`src/rtl/cmpflag_pkg.sv`:
```
package cmpflag_pkg;
    localparam int REG_W  = 64;
    localparam int NREGS  = 16;
    localparam int WORD_W = 32;

    typedef struct packed {
        logic n;
        logic z;
        logic c;
        logic v;
    } cmp_flags_t;

    typedef enum logic [0:0] {
        ST_IDLE   = 1'b0,
        ST_REPORT = 1'b1
    } ctrl_state_t;
endpackage

```
`src/rtl/cmpflag_regfile.sv`:
```
module cmpflag_regfile #(
    parameter int NREGS = 16,
    parameter int W     = 64,
    localparam int IW   = $clog2(NREGS)
) (
    input  logic          clk,
    input  logic          rst_n,
    input  logic          we,
    input  logic [IW-1:0] widx,
    input  logic [W-1:0]  wdata,
    input  logic [IW-1:0] ra_idx,
    input  logic [IW-1:0] rb_idx,
    output logic [W-1:0]  ra_data,
    output logic [W-1:0]  rb_data
);
    logic [W-1:0] bank [NREGS];

    for (genvar g = 0; g < NREGS; g++) begin : g_reg
        always_ff @(posedge clk or negedge rst_n) begin
            if (!rst_n)
                bank[g] <= '0;
            else if (we && widx == IW'(g))
                bank[g] <= wdata;
        end
    end

    assign ra_data = bank[ra_idx];
    assign rb_data = bank[rb_idx];
endmodule

```
`src/rtl/cmpflag_lane.sv`:
```
module cmpflag_lane
    import cmpflag_pkg::*;
#(
    parameter int W = 32
) (
    input  logic [W-1:0] opa,
    input  logic [W-1:0] opb,
    output cmp_flags_t   flags
);
    logic [W-1:0] diff;
    logic a_neg, b_pos, d_pos;

    always_comb begin
        diff  = opa - opb;
        a_neg = opa[W-1];
        b_pos = ~opb[W-1];
        d_pos = ~diff[W-1];
        flags.n = diff[W-1];
        flags.z = (diff == '0);
        flags.c = (a_neg & b_pos) | (a_neg & d_pos) | (b_pos & d_pos);
        flags.v = (opa[W-1] ^ opb[W-1]) & (diff[W-1] ^ opa[W-1]);
    end
endmodule

```
`src/rtl/cmpflag_ctrl.sv`:
```
module cmpflag_ctrl
    import cmpflag_pkg::*;
#(
    parameter int WORD_W = 32
) (
    input  logic              clk,
    input  logic              rst_n,
    input  logic              req,
    input  cmp_flags_t        flags_in,
    output logic [WORD_W-1:0] word,
    output logic              valid
);
    ctrl_state_t state, state_nx;

    always_ff @(posedge clk or negedge rst_n) begin
        if (!rst_n) state <= ST_IDLE;
        else        state <= state_nx;
    end

    always_comb begin
        state_nx = state;
        unique case (state)
            ST_IDLE:   if (req) state_nx = ST_REPORT;           // T_ACCEPT
            ST_REPORT: state_nx = req ? ST_REPORT : ST_IDLE;    // T_CHAIN / T_DONE
            default:   state_nx = ST_IDLE;
        endcase
    end

    always_ff @(posedge clk or negedge rst_n) begin
        if (!rst_n)
            word <= '0;
        else if (req)
            word <= {flags_in, {(WORD_W-4){1'b0}}};
    end

    always_comb valid = (state == ST_REPORT);

    assert_valid_after_req_R2: assert property (@(posedge clk) disable iff (!rst_n)
        req |=> valid);
    assert_no_spurious_valid_R2: assert property (@(posedge clk) disable iff (!rst_n)
        !req |=> !valid);
    assert_low_bits_zero_R3: assert property (@(posedge clk) disable iff (!rst_n)
        word[WORD_W-5:0] == '0);
    assert_hold_word_R10: assert property (@(posedge clk) disable iff (!rst_n)
        !req |=> $stable(word));
endmodule

```
`src/rtl/cmpflag_unit.sv`:
```
module cmpflag_unit
    import cmpflag_pkg::*;
#(
    parameter int NREGS  = cmpflag_pkg::NREGS,
    parameter int REG_W  = cmpflag_pkg::REG_W,
    parameter int WORD_W = cmpflag_pkg::WORD_W,
    localparam int IW    = $clog2(NREGS),
    localparam int HALF  = REG_W / 2
) (
    input  logic              clk,
    input  logic              rst_n,
    input  logic              ld_en,
    input  logic [IW-1:0]     ld_idx,
    input  logic [REG_W-1:0]  ld_data,
    input  logic              cmp_req,
    input  logic              cmp_wide,
    input  logic [IW-1:0]     src_a,
    input  logic [IW-1:0]     src_b,
    output logic [WORD_W-1:0] res_word,
    output logic              res_valid
);
    logic [REG_W-1:0] a_data, b_data;
    cmp_flags_t lane_flags [2];
    cmp_flags_t sel_flags;

    cmpflag_regfile #(.NREGS(NREGS), .W(REG_W)) u_regs (
        .clk(clk), .rst_n(rst_n), .we(ld_en), .widx(ld_idx), .wdata(ld_data),
        .ra_idx(src_a), .rb_idx(src_b), .ra_data(a_data), .rb_data(b_data)
    );

    for (genvar g = 0; g < 2; g++) begin : g_lane
        localparam int LW = (g == 0) ? HALF : REG_W;
        cmpflag_lane #(.W(LW)) u_lane (
            .opa(a_data[LW-1:0]), .opb(b_data[LW-1:0]), .flags(lane_flags[g])
        );
    end

    assign sel_flags = cmp_wide ? lane_flags[1] : lane_flags[0];

    cmpflag_ctrl #(.WORD_W(WORD_W)) u_ctrl (
        .clk(clk), .rst_n(rst_n), .req(cmp_req), .flags_in(sel_flags),
        .word(res_word), .valid(res_valid)
    );

    // Equal operands: no sign, no borrow, no overflow
    assert_equal_flags_R6: assert property (@(posedge clk) disable iff (!rst_n)
        (res_valid && res_word[WORD_W-2]) |-> (!res_word[WORD_W-1] && res_word[WORD_W-3] && !res_word[WORD_W-4]));
endmodule

```
`config.mk`:
```
export PLATFORM = sky130hd
export DESIGN_NAME = cmpflag_unit
export DESIGN_NICKNAME = d
export VERILOG_FILES = /design/src/rtl/cmpflag_pkg.sv /design/src/rtl/cmpflag_regfile.sv /design/src/rtl/cmpflag_lane.sv /design/src/rtl/cmpflag_ctrl.sv /design/src/rtl/cmpflag_unit.sv
export SDC_FILE = /design/constraint.sdc
export NUM_CORES = 2
export LEC_CHECK = 0
export BUFFER_PORTS_ARGS = -buffer_cell sky130_fd_sc_hd__buf_2
export CORE_MARGIN = 5
export CORE_UTILIZATION = 40
export DETAILED_ROUTE_END_ITERATION = 7
export SLEW_MARGIN = 20
export SYNTH_ARGS = -nofsm -noshare
export SYNTH_HDL_FRONTEND = slang
export SYNTH_SLANG_ARGS = --single-unit
```
`constraint.sdc`:
```
create_clock -name clk -period 7.45 [get_ports clk]
set_clock_uncertainty 0.1 [all_clocks]
set_input_delay 0.3725 -clock clk [delete_from_list [all_inputs] [get_ports clk]]
set_output_delay 0.3725 -clock clk [all_outputs]
set_load 0.1 [all_outputs]
```
==> results.md <==
* Synth Register Bits at 1,029
* Routability cong. at around 0.89
* Max Root-Sink Buffers at 3
* Pint at around 14,000 uW
* Layout cells sized above 1 at between 50% and 60%
* Worst setup EP type: flip-flop
* DR pass1 iterations at 6
* Async set-reset flop share out of synthesis at 100%
* Setup crit start kind: flip-flop
* Clk pwr share at approximately 28%
* Synth warnings at 0
* Antenna-violating nets left at 0
* First-pass GRT wire length at roughly 250,000 um
* Most common cell after layout, fill and taps aside: dfrtp_1
* Syn avg cell area at 15.2 um^2
* Final Cycle Share at 92.1%
* CP arrival at around 7.4 ns
* Initial antenna violation count at 11
* Switching Fraction at between 30% and 40%
* Max-Cap Viols at 0
* Area growth syn-to-layout at 14.7%
* Critical path type: reg -> reg
* Die width at 391 um
* Slew @ Worst Pin at ~1.2 ns
* Sum of negative setup slack at 0 ns
* Max frequency at 0.146 GHz
* Fin nets at roughly 4.1k
* Post-synth EDFFs at 0
* Routed len/inst at 27.9 um
* Comb power frac at between 30% and 40%
* # IOs at ~110
* Via count of the routed design at between 30k and 40k
* Clk slew on worst S/H paths at about 0.06 ns
* Most frequent cells in the layout: 1,029 x dfrtp_1, 1,025 x mux2_2, 640 x mux4_2
* WP data required at 8.03 ns
* Net Sw Power at around 6800 uW
* Seq/Total Area, Yosys at roughly 44%
* Final HPWL DP at 102,000 um
* Most used DFF post-synth: dfrtp_1
* CTS Buf Count at 115
* CTS H-Tree Depth at 3
* Count of final setup violators at 0
* Tot Pwr at about 21,000 uW
* Setup Buffers After CTS at 0
* Mapped Cells at approximately 3.8k
* Slew Limit Fails at 0
* Starting density of the core at between 40% and 50%
* Part of the power in registers at 37.4%
* Rel. slew slack at 22.8%
* Core area at ~140,000 um^2
* GRT Resource Usage Total at 22.0%
* PD cells at approximately 320 nW/um^2
* Largest net degree at the start of global routing at between 150 and 200
* Top cells by area, synth: dfrtp_1 44%, mux4_2 25%, mux2_2 20%
* CTS sink count at between 1k and 1.5k
* Crit path time final at 6.86 ns
* Final core occ at between 40% and 50%
* Initial DRC Count at around 3k
* Die H at roughly 390 um
* Status: completed
* Final hold viol count at 0
* Flop-to-flop setup slack at 0.59 ns
* Mapped cell area at ~58,000 um^2
* RSZ-0062 raised after global routing: no
* Hold WC Path Type: in -> async
* Pre-CTS WS at ~0.10 ns
* CTS tree: built
* Post-layout worst setup margin at roughly 0.59 ns
* Netlist cell types at between 80 and 90
* Cell accounting for the most synthesized area: dfrtp_1
* DRC viols at 0
* DRT Wirelength at approximately 170,000 um
* Row Count at roughly 140
* Static leakage at around 0.027 uW
* Peak supply drop at roughly 0.25 mV
* DIE AREA at 153,000 um^2
* CP Max Fanout at 6
* Worst skew pair latency at roughly 0.76 ns
* GRT overflow at 0
* Vias in the first global route at 37.7k
* Filler cells at approximately 13k
* CTS root buffer: clkbuf_16
* I/O Buffers at 85
* Post-synth top area share at 44.4%
* Via density at roughly 6.1
==> metrics by stage <==
step / std cells / hold WS (ns) / instance area (um^2)
floorplan: 3835 / -0.0231 / 58000
global placement: 5663 / 0.284 / 61800
detailed placement: 5664 / 0.292 / 61800
CTS: 5946 / 0.0700 / 66400
global route: 5947 / 0.119 / 66500
finish: 5950 / 0.104 / 66500
==> power by group through the flow <==
stage	logic, uW	clock network [uW]	registers (uW)
floorplan	5150	0	7630
global route	7780	6360	8030
detailed placement	7100	0	7930
global placement	7030	0	7860
CTS	7170	6130	7840
finish	7190	5990	7860
==> path summary, 6_finish.rpt <==
path                                   from               end  cells after the start
hold / removal                        rst_n  u_regs.bank[467]                      2
hold reg to reg            u_regs.bank[115]  u_regs.bank[115]                      1
setup reg to reg           u_regs.bank[963]   u_ctrl.word[30]                     25
min in group clk                  ld_idx[3]  u_regs.bank[816]                      4
max in group asynchronous             rst_n  u_regs.bank[942]                      4
setup / recovery           u_regs.bank[963]   u_ctrl.word[30]                     25
==> registers in the layout, indices dropped and copies added (netlist names) <==
register / flops
u_ctrl.word: 4
u_regs.bank: 1024
u_ctrl.valid: 1
==> cells by family after synthesis <==
group,Yosys count,share of synthesized area (%)
flops,1029,44.4
xor+xnor,36,0.544
simple gates,285,2.46
fa+ha+maj,68,1.49
mux,1671,44.9
other cells,1,0.00647
buf+inv,456,3.16
compound gates,262,2.97
==> timing repair <==
| item | CTS | global route |
|---|---|---|
| endpoints found under the hold margin | 1043 | 0 |
| gates resized for setup | 0 | 0 |
| hold buffers | 67 | 0 |
==> cell type report <==
type | count | area [um^2] | area share, %
inverter | 86 | 323 | 0.486
antenna | 4 | 10.0 | 0.0151
timing repair buffer | 363 | 3430 | 5.16
clock buffer | 169 | 3410 | 5.14
multi-input combinational | 2350 | 30600 | 46.0
clock inverter | 46 | 582 | 0.875
tap | 1903 | 2380 | 3.58
sequential | 1029 | 25700 | 38.7
==> worst max-delay path, cell delays in order, from the launching register on <==
cell       delay, ns
dfrtp_1         0.40
mux4_2          0.47
mux4_2          0.49
ha_1            0.46
o21a_1          0.17
o31ai_1         0.08
o21ai_1         0.29
a41oi_1         0.23
a21oi_1         0.37
o211a_1         0.24
o21a_1          0.17
o21ai_1         0.09
a21boi_1        0.24
o2111ai_1       0.13
a31oi_1         0.20
fa_1            0.46
or4_1           0.54
nor4_1          0.22
nand4_1         0.15
a2111oi_0       0.36
nand3_1         0.12
nor4_1          0.28
nand4_1         0.16
nor3_2          0.13
nand4_1         0.10
o21ai_1         0.14
==> cells in the mapped netlist (15+ instances only) <==
| cell | n |
|---|---|
| a21o_1 | 17 |
| a21oi_1 | 76 |
| buf_1 | 52 |
| buf_4 | 28 |
| clkbuf_1 | 278 |
| dfrtp_1 | 1029 |
| ha_1 | 66 |
| inv_1 | 85 |
| mux2_2 | 1025 |
| mux4_2 | 640 |
| nand2_1 | 81 |
| nand2b_1 | 15 |
| nand3_1 | 23 |
| nand4_1 | 24 |
| nor2_1 | 77 |
| o21ai_0 | 42 |
| o21ai_1 | 16 |
| xnor2_1 | 21 |
| xor2_1 | 15 |
==> routing by layer <==
layer | GRT usage [%] | share of wire (%)
met5 | 0 | 0.016
met4 | 6.96 | 3.0
met3 | 3.71 | 5.5
met2 | 35.2 | 48
met1 | 30.8 | 44
(Power assumes the default switching activity.)
